==> src/rtl/rrf_pkg.sv <==
package rrf_pkg;

  typedef enum logic [1:0] {
    ST_IDLE   = 2'd0,
    ST_BURST  = 2'd1,
    ST_FINISH = 2'd2
  } rrf_state_e;

  // Bytes covered by one ring entry: words times word size, doubled in wide mode.
  function automatic int unsigned rrf_entry_bytes(input int unsigned words,
                                                  input int unsigned word_bytes,
                                                  input logic        wide);
    return words * word_bytes * (wide ? 2 : 1);
  endfunction

endpackage

==> src/rtl/rrf_ctrl.sv <==
module rrf_ctrl
  import rrf_pkg::*;
#(
  parameter int NUM_WORDS = 4,
  parameter int BEAT_W    = 2
) (
  input  logic              clk,
  input  logic              rst_n,
  input  logic              fetch_req,
  input  logic              mem_rd_valid,
  output logic              accept,
  output logic              issue_q,
  output logic              busy,
  output logic              capture_en,
  output logic [BEAT_W-1:0] beat_idx,
  output logic              last_beat,
  output logic              finish
);

  localparam logic [BEAT_W-1:0] LAST_IDX = BEAT_W'(NUM_WORDS - 1);

  rrf_state_e state_q;

  assign busy       = (state_q != ST_IDLE);
  assign accept     = (state_q == ST_IDLE) && fetch_req;
  assign capture_en = (state_q == ST_BURST) && mem_rd_valid;
  assign last_beat  = capture_en && (beat_idx == LAST_IDX);
  assign finish     = (state_q == ST_FINISH);

  always_ff @(posedge clk) begin
    if (!rst_n) begin
      state_q  <= ST_IDLE;
      beat_idx <= '0;
      issue_q  <= 1'b0;
    end else begin
      issue_q <= accept;
      unique case (state_q)
        ST_IDLE: begin
          if (accept) begin
            state_q  <= ST_BURST;
            beat_idx <= '0;
          end
        end
        ST_BURST: begin
          if (capture_en) begin
            if (beat_idx == LAST_IDX) begin
              state_q  <= ST_FINISH;
              beat_idx <= '0;
            end else begin
              beat_idx <= beat_idx + 1'b1;
            end
          end
        end
        default: state_q <= ST_IDLE;
      endcase
    end
  end

endmodule

==> src/rtl/rrf_capture.sv <==
module rrf_capture #(
  parameter int NUM_WORDS = 4,
  parameter int WORD_W    = 16,
  parameter int BEAT_W    = 2
) (
  input  logic                        clk,
  input  logic                        rst_n,
  input  logic                        capture_en,
  input  logic [BEAT_W-1:0]           beat_idx,
  input  logic [WORD_W-1:0]           mem_rd_data,
  output logic [NUM_WORDS*WORD_W-1:0] words_flat
);

  for (genvar gi = 0; gi < NUM_WORDS; gi++) begin : g_word
    logic [WORD_W-1:0] word_q;
    always_ff @(posedge clk) begin
      if (!rst_n) begin
        word_q <= '0;
      end else if (capture_en && (beat_idx == BEAT_W'(gi))) begin
        word_q <= mem_rd_data;
      end
    end
    assign words_flat[gi*WORD_W +: WORD_W] = word_q;
  end

endmodule

==> src/rtl/rrf_ptr.sv <==
module rrf_ptr
  import rrf_pkg::*;
#(
  parameter int PTR_W     = 16,
  parameter int UPPER_W   = 16,
  parameter int NUM_WORDS = 4,
  parameter int WORD_W    = 16,
  parameter int BYTES_W   = 5
) (
  input  logic                     clk,
  input  logic                     rst_n,
  input  logic                     accept,
  input  logic                     idle,
  input  logic                     finish,
  input  logic                     wide_mode,
  input  logic [UPPER_W-1:0]       upper_addr,
  input  logic                     rd_ptr_load,
  input  logic [PTR_W-1:0]         rd_ptr_wdata,
  input  logic [PTR_W-1:0]         ring_start,
  input  logic [PTR_W-1:0]         ring_end,
  input  logic [PTR_W-1:0]         wr_ptr,
  output logic [PTR_W-1:0]         rd_ptr,
  output logic [UPPER_W+PTR_W-1:0] mem_rd_addr,
  output logic [BYTES_W-1:0]       mem_rd_bytes,
  output logic                     done,
  output logic                     exhaust_q,
  output logic                     wrap_hit,
  output logic                     exhaust_hit
);

  localparam int WORD_BYTES = WORD_W / 8;
  localparam logic [PTR_W-1:0] STEP_NARROW = PTR_W'(rrf_entry_bytes(NUM_WORDS, WORD_BYTES, 1'b0));
  localparam logic [PTR_W-1:0] STEP_WIDE   = PTR_W'(rrf_entry_bytes(NUM_WORDS, WORD_BYTES, 1'b1));

  // Pointer plus one entry, before any wrap.
  function automatic logic [PTR_W-1:0] step_ptr(input logic [PTR_W-1:0] cur,
                                                input logic             wide);
    return cur + (wide ? STEP_WIDE : STEP_NARROW);
  endfunction

  logic             wide_q;
  logic [PTR_W-1:0] stepped;
  logic [PTR_W-1:0] next_ptr;

  assign stepped     = step_ptr(rd_ptr, wide_q);
  assign wrap_hit    = (stepped == ring_end);
  assign next_ptr    = wrap_hit ? ring_start : stepped;
  assign exhaust_hit = finish && (next_ptr == wr_ptr);
  assign mem_rd_bytes = BYTES_W'(wide_q ? STEP_WIDE : STEP_NARROW);

  always_ff @(posedge clk) begin
    if (!rst_n) begin
      rd_ptr      <= '0;
      wide_q      <= 1'b0;
      mem_rd_addr <= '0;
      done        <= 1'b0;
      exhaust_q   <= 1'b0;
    end else begin
      done      <= finish;
      exhaust_q <= exhaust_hit;
      if (accept) begin
        wide_q      <= wide_mode;
        mem_rd_addr <= {upper_addr, rd_ptr};
      end
      if (finish) begin
        rd_ptr <= next_ptr;
      end else if (idle && !accept && rd_ptr_load) begin
        rd_ptr <= rd_ptr_wdata;
      end
    end
  end

endmodule

==> src/rtl/rx_ring_fetch.sv <==
module rx_ring_fetch #(
  parameter int PTR_W   = 16,
  parameter int UPPER_W = 16,
  parameter int WORD_W  = 16,
  parameter int STAT_W  = 16,
  parameter int EXH_BIT = 5
) (
  input  logic                     clk,
  input  logic                     rst_n,
  input  logic                     fetch_req,
  input  logic                     wide_mode,
  input  logic [UPPER_W-1:0]       upper_addr,
  input  logic                     rd_ptr_load,
  input  logic [PTR_W-1:0]         rd_ptr_wdata,
  input  logic [PTR_W-1:0]         ring_start,
  input  logic [PTR_W-1:0]         ring_end,
  input  logic [PTR_W-1:0]         wr_ptr,
  output logic                     mem_rd_req,
  output logic [UPPER_W+PTR_W-1:0] mem_rd_addr,
  output logic [4:0]               mem_rd_bytes,
  input  logic                     mem_rd_valid,
  input  logic [WORD_W-1:0]        mem_rd_data,
  output logic                     busy,
  output logic                     done,
  output logic [STAT_W-1:0]        stat_set,
  output logic [WORD_W-1:0]        buf_addr_lo,
  output logic [WORD_W-1:0]        buf_addr_hi,
  output logic [WORD_W-1:0]        word_cnt_lo,
  output logic [WORD_W-1:0]        word_cnt_hi,
  output logic [PTR_W-1:0]         rd_ptr
);

  localparam int NUM_WORDS = 4;
  localparam int BEAT_W    = $clog2(NUM_WORDS);
  localparam int BYTES_W   = 5;

  // Internal events, named for the checker.
  logic                        accept;
  logic                        capture_en;
  logic [BEAT_W-1:0]           beat_idx;
  logic                        last_beat;
  logic                        finish;
  logic                        exhaust_q;
  logic                        wrap_hit;
  logic                        exhaust_hit;
  logic [NUM_WORDS*WORD_W-1:0] words_flat;

  rrf_ctrl #(.NUM_WORDS(NUM_WORDS), .BEAT_W(BEAT_W)) u_ctrl (
    .clk          (clk),
    .rst_n        (rst_n),
    .fetch_req    (fetch_req),
    .mem_rd_valid (mem_rd_valid),
    .accept       (accept),
    .issue_q      (mem_rd_req),
    .busy         (busy),
    .capture_en   (capture_en),
    .beat_idx     (beat_idx),
    .last_beat    (last_beat),
    .finish       (finish)
  );

  rrf_capture #(.NUM_WORDS(NUM_WORDS), .WORD_W(WORD_W), .BEAT_W(BEAT_W)) u_cap (
    .clk         (clk),
    .rst_n       (rst_n),
    .capture_en  (capture_en),
    .beat_idx    (beat_idx),
    .mem_rd_data (mem_rd_data),
    .words_flat  (words_flat)
  );

  rrf_ptr #(
    .PTR_W(PTR_W), .UPPER_W(UPPER_W), .NUM_WORDS(NUM_WORDS),
    .WORD_W(WORD_W), .BYTES_W(BYTES_W)
  ) u_ptr (
    .clk          (clk),
    .rst_n        (rst_n),
    .accept       (accept),
    .idle         (!busy),
    .finish       (finish),
    .wide_mode    (wide_mode),
    .upper_addr   (upper_addr),
    .rd_ptr_load  (rd_ptr_load),
    .rd_ptr_wdata (rd_ptr_wdata),
    .ring_start   (ring_start),
    .ring_end     (ring_end),
    .wr_ptr       (wr_ptr),
    .rd_ptr       (rd_ptr),
    .mem_rd_addr  (mem_rd_addr),
    .mem_rd_bytes (mem_rd_bytes),
    .done         (done),
    .exhaust_q    (exhaust_q),
    .wrap_hit     (wrap_hit),
    .exhaust_hit  (exhaust_hit)
  );

  assign buf_addr_lo = words_flat[0*WORD_W +: WORD_W];
  assign buf_addr_hi = words_flat[1*WORD_W +: WORD_W];
  assign word_cnt_lo = words_flat[2*WORD_W +: WORD_W];
  assign word_cnt_hi = words_flat[3*WORD_W +: WORD_W];
  assign stat_set    = STAT_W'(exhaust_q) << EXH_BIT;

endmodule

==> config.mk <==
export PLATFORM = sky130hd
export DESIGN_NAME = rx_ring_fetch
export DESIGN_NICKNAME = d
export VERILOG_FILES = /design/src/rtl/rrf_pkg.sv /design/src/rtl/rrf_ctrl.sv /design/src/rtl/rrf_capture.sv /design/src/rtl/rrf_ptr.sv /design/src/rtl/rx_ring_fetch.sv
export SDC_FILE = /design/constraint.sdc
export NUM_CORES = 1
export LEC_CHECK = 0
export ABC_AREA = 1
export ABC_CLOCK_PERIOD_IN_PS = 7700
export BUFFER_PORTS_ARGS = -buffer_cell sky130_fd_sc_hd__buf_2
export CAP_MARGIN = 25
export CELL_PAD_IN_SITES_DETAIL_PLACEMENT = 0
export CELL_PAD_IN_SITES_GLOBAL_PLACEMENT = 1
export CORE_AREA = 2 2 131 133
export CTS_CLUSTER_DIAMETER = 50
export CTS_CLUSTER_SIZE = 12
export DETAILED_ROUTE_END_ITERATION = 7
export DIE_AREA = 0 0 133 135
export GPL_ROUTABILITY_DRIVEN = 0
export PLACE_DENSITY = 0.92
export REMOVE_ABC_BUFFERS = 1
export SLEW_MARGIN = 20
export SYNTH_ARGS = -nofsm -noshare
export SYNTH_HDL_FRONTEND = slang
export SYNTH_SLANG_ARGS = --single-unit
==> constraint.sdc <==
create_clock -name clk -period 7.7 [get_ports clk]
set_input_delay 1.155 -clock clk [delete_from_list [all_inputs] [get_ports clk]]
set_output_delay 1.155 -clock clk [all_outputs]
set_load 0.02 [all_outputs]
# [Word level (Yosys, flattened, before mapping)]
# Index checks and enable logic that the tools add are counted.
[totals] out_inout_bits=136 inputBits=102 ff_bits=120 elab_cells=54
[op_classes] n_mux=12 add_sub_neg=2 n_reduce_logical=18 eq_ne=10
[op_table] operator="two-way mux 16 bit" count=3
[op_table] operator="equality test 16 bit" count=2
[op_table] operator="adder 16 x 5 -> 16 bit" count=1
[op_table] operator="two-way mux 2 bit" count=6
[op_table] operator="logical AND 1 bit" count=9
[op_table] operator="one-hot mux 2 bit (2 select lines)" count=2
[op_table] operator="equality test 2 bit, second input constant" count=3
[op_table] operator="inequality test 2 x 1 -> 1 bit, second input constant" count=3
[op_table] operator="AND reduction 3 bit" count=2
[op_table] operator="nonzero test 2 bit" count=3
[op_table] operator="two-way mux 5 bit" count=1
[op_table] operator="equality test 2 x 1 -> 1 bit, second input constant" count=2
[op_table] operator="logical NOT 2 bit" count=2
[op_table] operator="adder 2 x 1 -> 2 bit, second input constant" count=1
[op_table] operator="logical NOT 1 bit" count=2

# [Longest topological paths before layout]
# Gate-level depths: netlist of run 1.
[logic_depth] depth_word=7 depth_mapped=25 depth_no_buf=24

# [Modules after synthesis]
# From an unflattened synthesis of run 1, not the netlist that was laid out.
[unflattened] cells_unflattened=985 area_unflattened_um2=6202.2
[by_module_without_submodules] module="rrf_ptr" area_per_inst_um2=3173.0 seq_area_each_um2=1021.0 cells_each=515 n_inst=1
[by_module_without_submodules] module="rrf_capture" area_per_inst_um2=2652.5 seq_area_each_um2=1281.2 cells_each=413 n_inst=1
[by_module_without_submodules] module="rrf_ctrl" area_per_inst_um2=249.0 seq_area_each_um2=100.1 cells_each=39 n_inst=1
[by_module_without_submodules] module="rx_ring_fetch" area_per_inst_um2=127.6 seq_area_each_um2=0.0 cells_each=18 n_inst=1

# [Worst setup path before layout of run 1]
# OpenSTA, ideal clock, no wires.
[synth_timing] path_kind="reg-to-reg" start="reg u_ptr.wide_q" end="reg u_ptr.exhaust_q" period_less_slack_ns=2.878 path_stages_with_launch=22 t_required_ns=7.589 arrival_ns=2.767 setup_ns=0.111 path_buffers=1 setup_slack_ns=4.822 path_cell_list="dfxtp_1 inv_1 ha_1 inv_1 fa_1 inv_1 nand2_1 nor2_1 nand3_1 nand3b_1 nand2_1 inv_2 nand2_1 nor2_4 nand3_4 buf_6 o21ai_1 nand2_1 o21ai_1 nor2_1 nand3_1 nor2_1"
[synth_via] elab_chain_len=6
[synth_rtl] item="start, declared" line="rrf_ptr.sv:41" source="logic wide_q;"
[synth_rtl] item="start signal, assigned" line="rrf_ptr.sv:62" source="wide_q <= wide_mode;"
[synth_rtl] item="two-way mux 5 bit (*)"
[synth_rtl] item="via mem_rd_bytes[3]" line="rx_ring_fetch.sv:20" source="output logic [4:0] mem_rd_bytes,"
[synth_rtl] item="adder 16 x 5 -> 16 bit (*)" line="rrf_ptr.sv:38" source="return cur + (wide ? STEP_WIDE : STEP_NARROW);"
[synth_rtl] item="equality test 16 bit" line="rrf_ptr.sv:46" source="assign wrap_hit = (stepped == ring_end);"
[synth_rtl] item="two-way mux 16 bit (*)" line="rrf_ptr.sv:47" source="assign next_ptr = wrap_hit ? ring_start : stepped;"
[synth_rtl] item="equality test 16 bit (*)" line="rrf_ptr.sv:48" source="assign exhaust_hit = finish && (next_ptr == wr_ptr);"
[synth_rtl] item="logical AND 1 bit (*)" line="rrf_ptr.sv:48"
[synth_rtl] item="end signal, assigned" line="rrf_ptr.sv:60" source="exhaust_q <= exhaust_hit;"
[synth_rtl] item="end, declared" line="rrf_ptr.sv:26" source="output logic exhaust_q,"
# Mark *: on every way through the listed nets, which the timed path passes. The rest lies on a longest branch.
# A chain may end at the register's enable or synchronous reset.

# [Final worst setup path of run 1]
[layout_timing] start="reg u_ptr.wide_q" end="reg u_ptr.exhaust_q"
[layout_via] elab_chain_len=6
[layout_rtl] item="two-way mux 5 bit (*)" line="rrf_ptr.sv:38"
[layout_rtl] item="adder 16 x 5 -> 16 bit (*)" line="rrf_ptr.sv:38"
[layout_rtl] item="equality test 16 bit" line="rrf_ptr.sv:46"
[layout_rtl] item="two-way mux 16 bit (*)" line="rrf_ptr.sv:47"
[layout_rtl] item="equality test 16 bit (*)" line="rrf_ptr.sv:48"
[layout_rtl] item="logical AND 1 bit (*)" line="rrf_ptr.sv:48"
# Every way passes the cells marked *; elsewhere a longest branch is shown, timed or not.

==> results of run 1 <==
## tightest hold or removal path: stages (launching register included)
cell and delay [ns]:
dfxtp_1 0.31, nand2_1 0.06, a21oi_1 0.05
## state kept, by name (all words and copies together), names as in the netlist
| name | flops |
|---|---|
| u_cap.g_word.word_q | 64 |
| u_ctrl.beat_idx | 2 |
| u_ctrl.issue_q | 1 |
| u_ctrl.state_q | 2 |
| u_ptr.done | 1 |
| u_ptr.exhaust_q | 1 |
| u_ptr.mem_rd_addr | 32 |
| u_ptr.rd_ptr | 16 |
| u_ptr.wide_q | 1 |
## power by group through the flow
stage,sequential (W),combinational [W],clock (W)
after floorplan,0.000706,0.000107,0
after global placement,0.000678,0.000235,0
after detailed placement,0.000678,0.000237,0
after CTS,0.000665,0.000238,0.000852
after global routing,0.000668,0.000261,0.000880
final,0.000665,0.000236,0.000839
## path summary, 6_finish.rpt
path                            depth (start not counted)                   endpoint  slack, ns
worst max-delay path                                   21            u_ptr.exhaust_q       4.22
worst min register to register                          2  u_cap.g_word[1].word_q[5]       0.46
worst max register to register                         21            u_ptr.exhaust_q       4.22
worst min-delay path                                    2  u_cap.g_word[1].word_q[5]       0.46
## layer usage
layer  wire length [µm]  global-route usage [%]  up-vias
met5                  0                       0        -
met2               9231                   37.74      255
li1                   -                       -     3116
met3               1834                   7.057       23
met1               8552                   26.88     2839
met4                243                   6.452        0
## kinds of logic after synthesis
group	share of synthesized area, %
AOI/OAI and AO/OA	13.70
xor gates and xnor gates	1.458
adders and majority gates	1.629
buffers and inverters	10.53
DFF	41.17
other	0.06426
and+or+nand+nor	31.45
## cell type report
| class | count | share of cell area (%) |
|---|---|---|
| multi-input combinational | 603 | 37.96 |
| sequential | 120 | 31.60 |
| timing repair buffer | 224 | 14.91 |
| clock buffer | 19 | 5.959 |
| inverter | 75 | 3.704 |
| tap | 220 | 3.621 |
| clock inverter | 13 | 2.239 |
## cells in the final DEF (no fill, tap or decap), drive strengths merged, types with 8 or more instances in the layout
cell / instances
clkbuf: 19
o211ai: 9
clkinv: 11
nand4: 16
inv: 71
a21oi: 69
nand3: 92
conb: 18
nand3b: 8
buf: 224
dfxtp: 120
nor2: 104
o21ai: 65
nand2: 196
## through the flow
stage / worst slack (ns) / cells / util (%) / power (W) / instance area [µm²]
2_1_floorplan: 4.242 / 798 / - / 0.0008124 / 5567
3_3_place_gp: 4.309 / 1242 / 42.53 / 0.0009125 / 6978
3_5_place_dp: 4.245 / 1242 / 42.53 / 0.0009147 / 6978
4_1_cts: 4.234 / 1274 / 46.33 / 0.001754 / 7601
5_1_grt: 3.789 / 1274 / 46.33 / 0.001810 / 7601
6_report: 4.224 / 1274 / 46.33 / 0.001740 / 7601
==> qor.yml, run 1 <==
run_status:
  status: "finished clean"
cells_and_area:
  multi_input_area_um2: 2885
  syn_to_final_growth_pct: 30.25
  nets: 1150
  drive_gt1_share_pct: 26.09
  register_area_um2: 2402
  fillers: 1717
  num_antenna_cells: 0
setup_path:
  start_kind: "flip-flop"
  critPathMaxFanout: 25
  worstReg2RegStart: "u_ptr.wide_q"
  critical_path.cell_chain: "inv_1 > ha_1 > inv_1 > fa_1 > inv_1 > nand2_1 > nor2_1 > nand3_1 > nand3b_1 > nand2_1 > inv_2 > nand2_1 > nor2_4 > nand3_4 > o21ai_1 > inv_1 > nand2_1 > nand2_1 > nor2_1 > nand3_1 > nor2_1"
  cp_common_cell: "nand2_1"
  slowest_stage: "fa_1"
  cp_top_family: "simple AND/OR/NAND/NOR gates"
  crit_buf_inv: 5
  crit_type: "flip-flop to flip-flop"
  cpPeakStageDelay_ns: 0.46
  crit_arrival_ns: 3.84
  endpoint_kind: "flip-flop"
  crit_start: "u_ptr.wide_q"
  worstPathRequired_ns: 8.07
synth:
  synth_top_area_cell: "dfxtp_1"
  synth_seq_area_share_pct: 41.17
  synthCells: 844
  yosysMostFrequentCell: "nand2_1"
  postSynth.asyncResetShare_pct: 0
  synth_warnings: 0
  synth_common_cells: "nand2_1, dfxtp_1, nor2_1"
  syn_area_um2: 5836
  syn-mean-instance-area_um2: 6.914
  synth-edff-count: 0
  synth_seq_cells: 120
  synth.top_cell.area_share_pct: 41.17
  netlist_top_cells_area: "dfxtp_1, nand2_1, nand3_1, nor2_1, a21oi_1"
  ys_types: 36
  synth_ff_type: "dfxtp_1"
sta:
  rsz0062_at_grt: "no"
  hold_viol_final: 0
  worstMarginPinSlew_ns: 0.9151
  finalSetupTns_ns: 0
  slew_headroom_pct: 38.77
  timing.fmax_mhz: 287.7
  period_share_pct: 45.14
  drv_slew: 0
  fin_skew_ns: 0.01429
  finalSetupViolations: 0
  hold_ws_ns: 0.4583
  period_minus_slack_ns: 3.476
power:
  power_density_nw_per_um2: 228.9
  p_comb_share_pct: 13.6
  p_leak_nw: 3.756
  power.switching_w: 0.0004864
  clock_power_share_pct: 48.2
  seq_power_share_pct: 38.2
  ir_drop_mv: 0.1492
  intPower_w: 0.001253
  switching_share_pct: 27.96
flow_run:
  max_cap_viol_count: 0
floorplan:
  die_x_um: 133
  core_area_um2: 16410
  num_rows: 47
  start_util_pct: 35.57
  die_h_um: 135
  fp.dieArea_um2: 17960
  ioPinCount: 238
detailed_routing:
  viasPerCell: 4.892
  drc: 0
  antenna_left: 0
  routed_wl_um: 19860
  route.vias.total: 6233
  post_drt_wl_per_cell_um: 15.59
  drt_iter0_drc: 345
  firstDrtPassIters: 5
cts:
  ctsResizeCount: 0
  max-clock-path-buffers: 2
  postCtsSetupBuffers: 0
  htreeDepth: 4
  cts_tree: "done"
  cts_made_buffers: 17
  cts-root-buf: "clkbuf_16"
  cts.clk_slew.worst_paths_ns: 0.06
  insertion_delay_ns: 0.42
  cts_sinks: 120
  hold_buffers: 0
grt:
  overflow: 0
  grt_antenna_before_repair: 0
  grt_pass1_wl_um: 31090
  grt_usage_pct: 22.15
  grt_max_degree: 62
  grt_pass1_vias: 5892
placed_design:
  portBuffers: 219
  dp_hpwl_um: 14010
hold_path:
  hold_class: "flip-flop to flip-flop"
  hp-start: "u_cap.g_word[1].word_q[5]"
(Power assumes the default switching activity.)
==> run 2, diff against run 1 <==
--- a/config.mk
+++ b/config.mk
@@ -5,19 +5,19 @@
 export SDC_FILE = /design/constraint.sdc
 export NUM_CORES = 1
 export LEC_CHECK = 0
-export ABC_AREA = 1
-export ABC_CLOCK_PERIOD_IN_PS = 7700
+export ABC_AREA = 0
+export ABC_CLOCK_PERIOD_IN_PS = 3500
 export BUFFER_PORTS_ARGS = -buffer_cell sky130_fd_sc_hd__buf_2
 export CAP_MARGIN = 25
 export CELL_PAD_IN_SITES_DETAIL_PLACEMENT = 0
 export CELL_PAD_IN_SITES_GLOBAL_PLACEMENT = 1
-export CORE_AREA = 2 2 131 133
+export CORE_AREA = 2 2 134 136
 export CTS_CLUSTER_DIAMETER = 50
 export CTS_CLUSTER_SIZE = 12
 export DETAILED_ROUTE_END_ITERATION = 7
-export DIE_AREA = 0 0 133 135
+export DIE_AREA = 0 0 136 138
 export GPL_ROUTABILITY_DRIVEN = 0
-export PLACE_DENSITY = 0.92
+export PLACE_DENSITY = 0.86
 export REMOVE_ABC_BUFFERS = 1
 export SLEW_MARGIN = 20
 export SYNTH_ARGS = -nofsm -noshare
==> constraint.sdc (replaced) <==
create_clock -name clk -period 3.5 [get_ports clk]
set_input_delay 0.525 -clock clk [delete_from_list [all_inputs] [get_ports clk]]
set_output_delay 0.525 -clock clk [all_outputs]
set_load 0.02 [all_outputs]
==> qor.yml, run 2 <==
cells_and_area:
  syn_to_final_growth_pct: 32.67
  nets: 1039
  final_cell_mix: "buf_2, nand2_1, dfxtp_1, a21oi_1, xnor2_1"
  final_common_cell: "buf_2"
  finalInstanceArea_um2: 7672
  fillers: 1833
  utilization_pct: 43.76
  largest_reg_flops: 64
  num_antenna_cells: 0
  drive_gt1_share_pct: 31.60
  regMostFlops: "u_cap.g_word.word_q"
  reg_top3: "u_cap.g_word.word_q x64, u_ptr.mem_rd_addr x32, u_ptr.rd_ptr x16"
sta:
  worstMarginPinSlew_ns: 0.9424
  worst_slack_ns: 0.1432
  drv_slew: 0
  finalSetupViolations: 0
  period_minus_slack_ns: 3.357
  timing.fmax_mhz: 297.9
  slew_headroom_pct: 37.17
  period_share_pct: 95.91
  hold_viol_final: 0
  fin_skew_ns: 0.007102
synth:
  synth_seq_area_share_pct: 41.54
  syn-mean-instance-area_um2: 8.021
  synth_top_area_cell: "dfxtp_1"
  yosysMostFrequentCell: "nand2_1"
  syn_area_um2: 5783
  synth_warnings: 0
  ys_types: 66
  synth_common_cells: "nand2_1, dfxtp_1, a21oi_1"
  netlist_top_cells_area: "dfxtp_1, nand2_1, a21oi_1, xnor2_1, mux2i_1"
  synth.top_cell.area_share_pct: 41.54
  postSynth.asyncResetShare_pct: 0
  synth_ff_type: "dfxtp_1"
  synth_seq_cells: 120
  synthCells: 721
  synth-edff-count: 0
setup_path:
  cp-endpoint: "u_ptr.exhaust_q"
  r2r-end: "u_ptr.exhaust_q"
  crit_buf_inv: 2
  worstRegToRegCells: 13
  worstReg2RegStart: "u_ptr.rd_ptr[3]"
  endpoint_kind: "flip-flop"
  crit_type: "flip-flop to flip-flop"
  start_kind: "flip-flop"
  worstPathRequired_ns: 3.83
  crit_start: "u_ptr.rd_ptr[3]"
  cp_top_family: "simple AND/OR/NAND/NOR gates"
  reg2reg_slack_ns: 0.14
  critPathMaxFanout: 8
  crit_arrival_ns: 3.69
  cpPeakStageDelay_ns: 0.41
  path_depth: 13
  critical_path.cell_chain: "ha_4 > inv_1 > fa_2 > nand3b_2 > o311ai_2 > o311ai_1 > a211oi_2 > nand4_4 > buf_6 > mux2i_4 > xnor2_1 > or4_1 > nor4_2"
  slowest_stage: "or4_1"
placed_design:
  pre_cts_ws_ns: -0.03042
  dp_hpwl_um: 14430
  portBuffers: 219
  postPlaceCellArea_um2: 7002
detailed_routing:
  post_drt_wl_per_cell_um: 17.36
  firstDrtPassIters: 5
  drt_iter0_drc: 310
  routed_wl_um: 20350
  antenna_left: 0
  viasPerCell: 4.953
  route.vias.total: 5805
  drc: 0
power:
  seq_power_share_pct: 39.5
  intPower_w: 0.002628
  p_leak_nw: 3.447
  power.switching_w: 0.001004
  switching_share_pct: 27.64
  power_density_nw_per_um2: 473.3
  clock_power_share_pct: 48.6
  p_comb_share_pct: 11.8
  ir_drop_mv: 0.3193
  power.total_w: 0.003631
cts:
  cts_tree: "done"
  cts_made_buffers: 17
  cts_sinks: 120
  insertion_delay_ns: 0.41
  cts.clk_slew.worst_paths_ns: 0.06
  htreeDepth: 4
  max-clock-path-buffers: 2
  cts-root-buf: "clkbuf_16"
floorplan:
  fp.dieArea_um2: 18770
  num_rows: 49
  ioPinCount: 238
  die_h_um: 138
  start_util_pct: 32.98
  die_x_um: 136
  core_area_um2: 17530
hold_path:
  hold_class: "primary input to flip-flop"
grt:
  grt_max_degree: 81
  overflow: 0
  grt_usage_pct: 21.03
  grt_pass1_wl_um: 30580
  grt_antenna_before_repair: 0
  grt_pass1_vias: 5497
flow_run:
  max_cap_viol_count: 0
run_status:
  status: "finished clean"
[run 2: worst min-delay path by stage]
stage / startpoint / end / slack (ns) / depth (start not counted)
after global routing: mem_rd_valid / u_ctrl.state_q[0] / 0.30 / 2
after detailed placement: u_ptr.mem_rd_addr[23] / u_ptr.mem_rd_addr[23] / 0.44 / 2
after global placement: u_cap.g_word[2].word_q[9] / u_cap.g_word[2].word_q[9] / 0.44 / 2
final: mem_rd_valid / u_ctrl.state_q[0] / 0.31 / 2
after CTS: mem_rd_valid / u_ctrl.state_q[0] / 0.29 / 2
after floorplan: u_ctrl.state_q[0] / u_ctrl.state_q[0] / 0.49 / 1
[run 2: cells by family (layout without fill, tap and decap cells)]
family	after synthesis	count (layout)	share of synthesized area, %
other	1	18	0.06484
AOI/OAI and AO/OA	150	150	15.69
xor gates and xnor gates	39	39	6.404
and+or+nand+nor	294	294	22.85
buffers and inverters	86	291	7.551
muxes	24	24	4.262
adders and majority gates	7	7	1.644
DFF	120	120	41.54
[run 2: final cells by class]
type                            count  area [µm²]  area share (%)
Timing Repair Buffer              242        1272           16.59
Multi-Input combinational cell    532        3052           39.77
Inverter                           17       63.81          0.8317
Clock buffer                       17       425.4           5.545
Sequential cell                   120        2402           31.31
Clock inverter                     15       170.2           2.218
Tap cell                          229       286.5           3.735
[run 2: worst reg2reg max path: stages (launching register included)]
cell	delay, ns
dfxtp_1	0.39
ha_4	0.16
inv_1	0.05
fa_2	0.36
nand3b_2	0.27
o311ai_2	0.31
o311ai_1	0.16
a211oi_2	0.28
nand4_4	0.23
buf_6	0.19
mux2i_4	0.18
xnor2_1	0.14
or4_1	0.41
nor4_2	0.13
[run 2: through the flow]
step	TNS [ns]	hold WS, ns	std cells
floorplan	-0.2579	0.4934	669
global placement	0	0.4381	1136
detailed placement	-0.03042	0.4438	1136
CTS	0	0.2932	1169
global route	-0.04143	0.3036	1172
finish	0	0.3145	1172
[run 2: routing by layer]
metal	up-vias	part of all wire, %	wire, µm	global-route usage, %
met3	48	11	2168	7.261
met2	308	46	9349	33.22
li1	2789	-	-	-
met4	0	3.3	665	9.156
met5	-	0	0	0
met1	2660	40	8162	25.85
[run 2: power by group through the flow]
stage	clock network [W]	logic, W	registers (W)
2_1_floorplan	0	0.000184	0.00150
5_1_grt	0.00187	0.000465	0.00144
6_report	0.00177	0.000430	0.00144
3_3_place_gp	0	0.000424	0.00146
4_1_cts	0.00181	0.000426	0.00143
3_5_place_dp	0	0.000425	0.00146
[run 2: what timing repair did]
item / CTS / global route
endpoints found under the setup margin: 1 / 10
pin swaps: 1 / 4
buffers inserted: 1 / 3
hold buffers: 0 / 0
gates resized for setup: 1 / 10
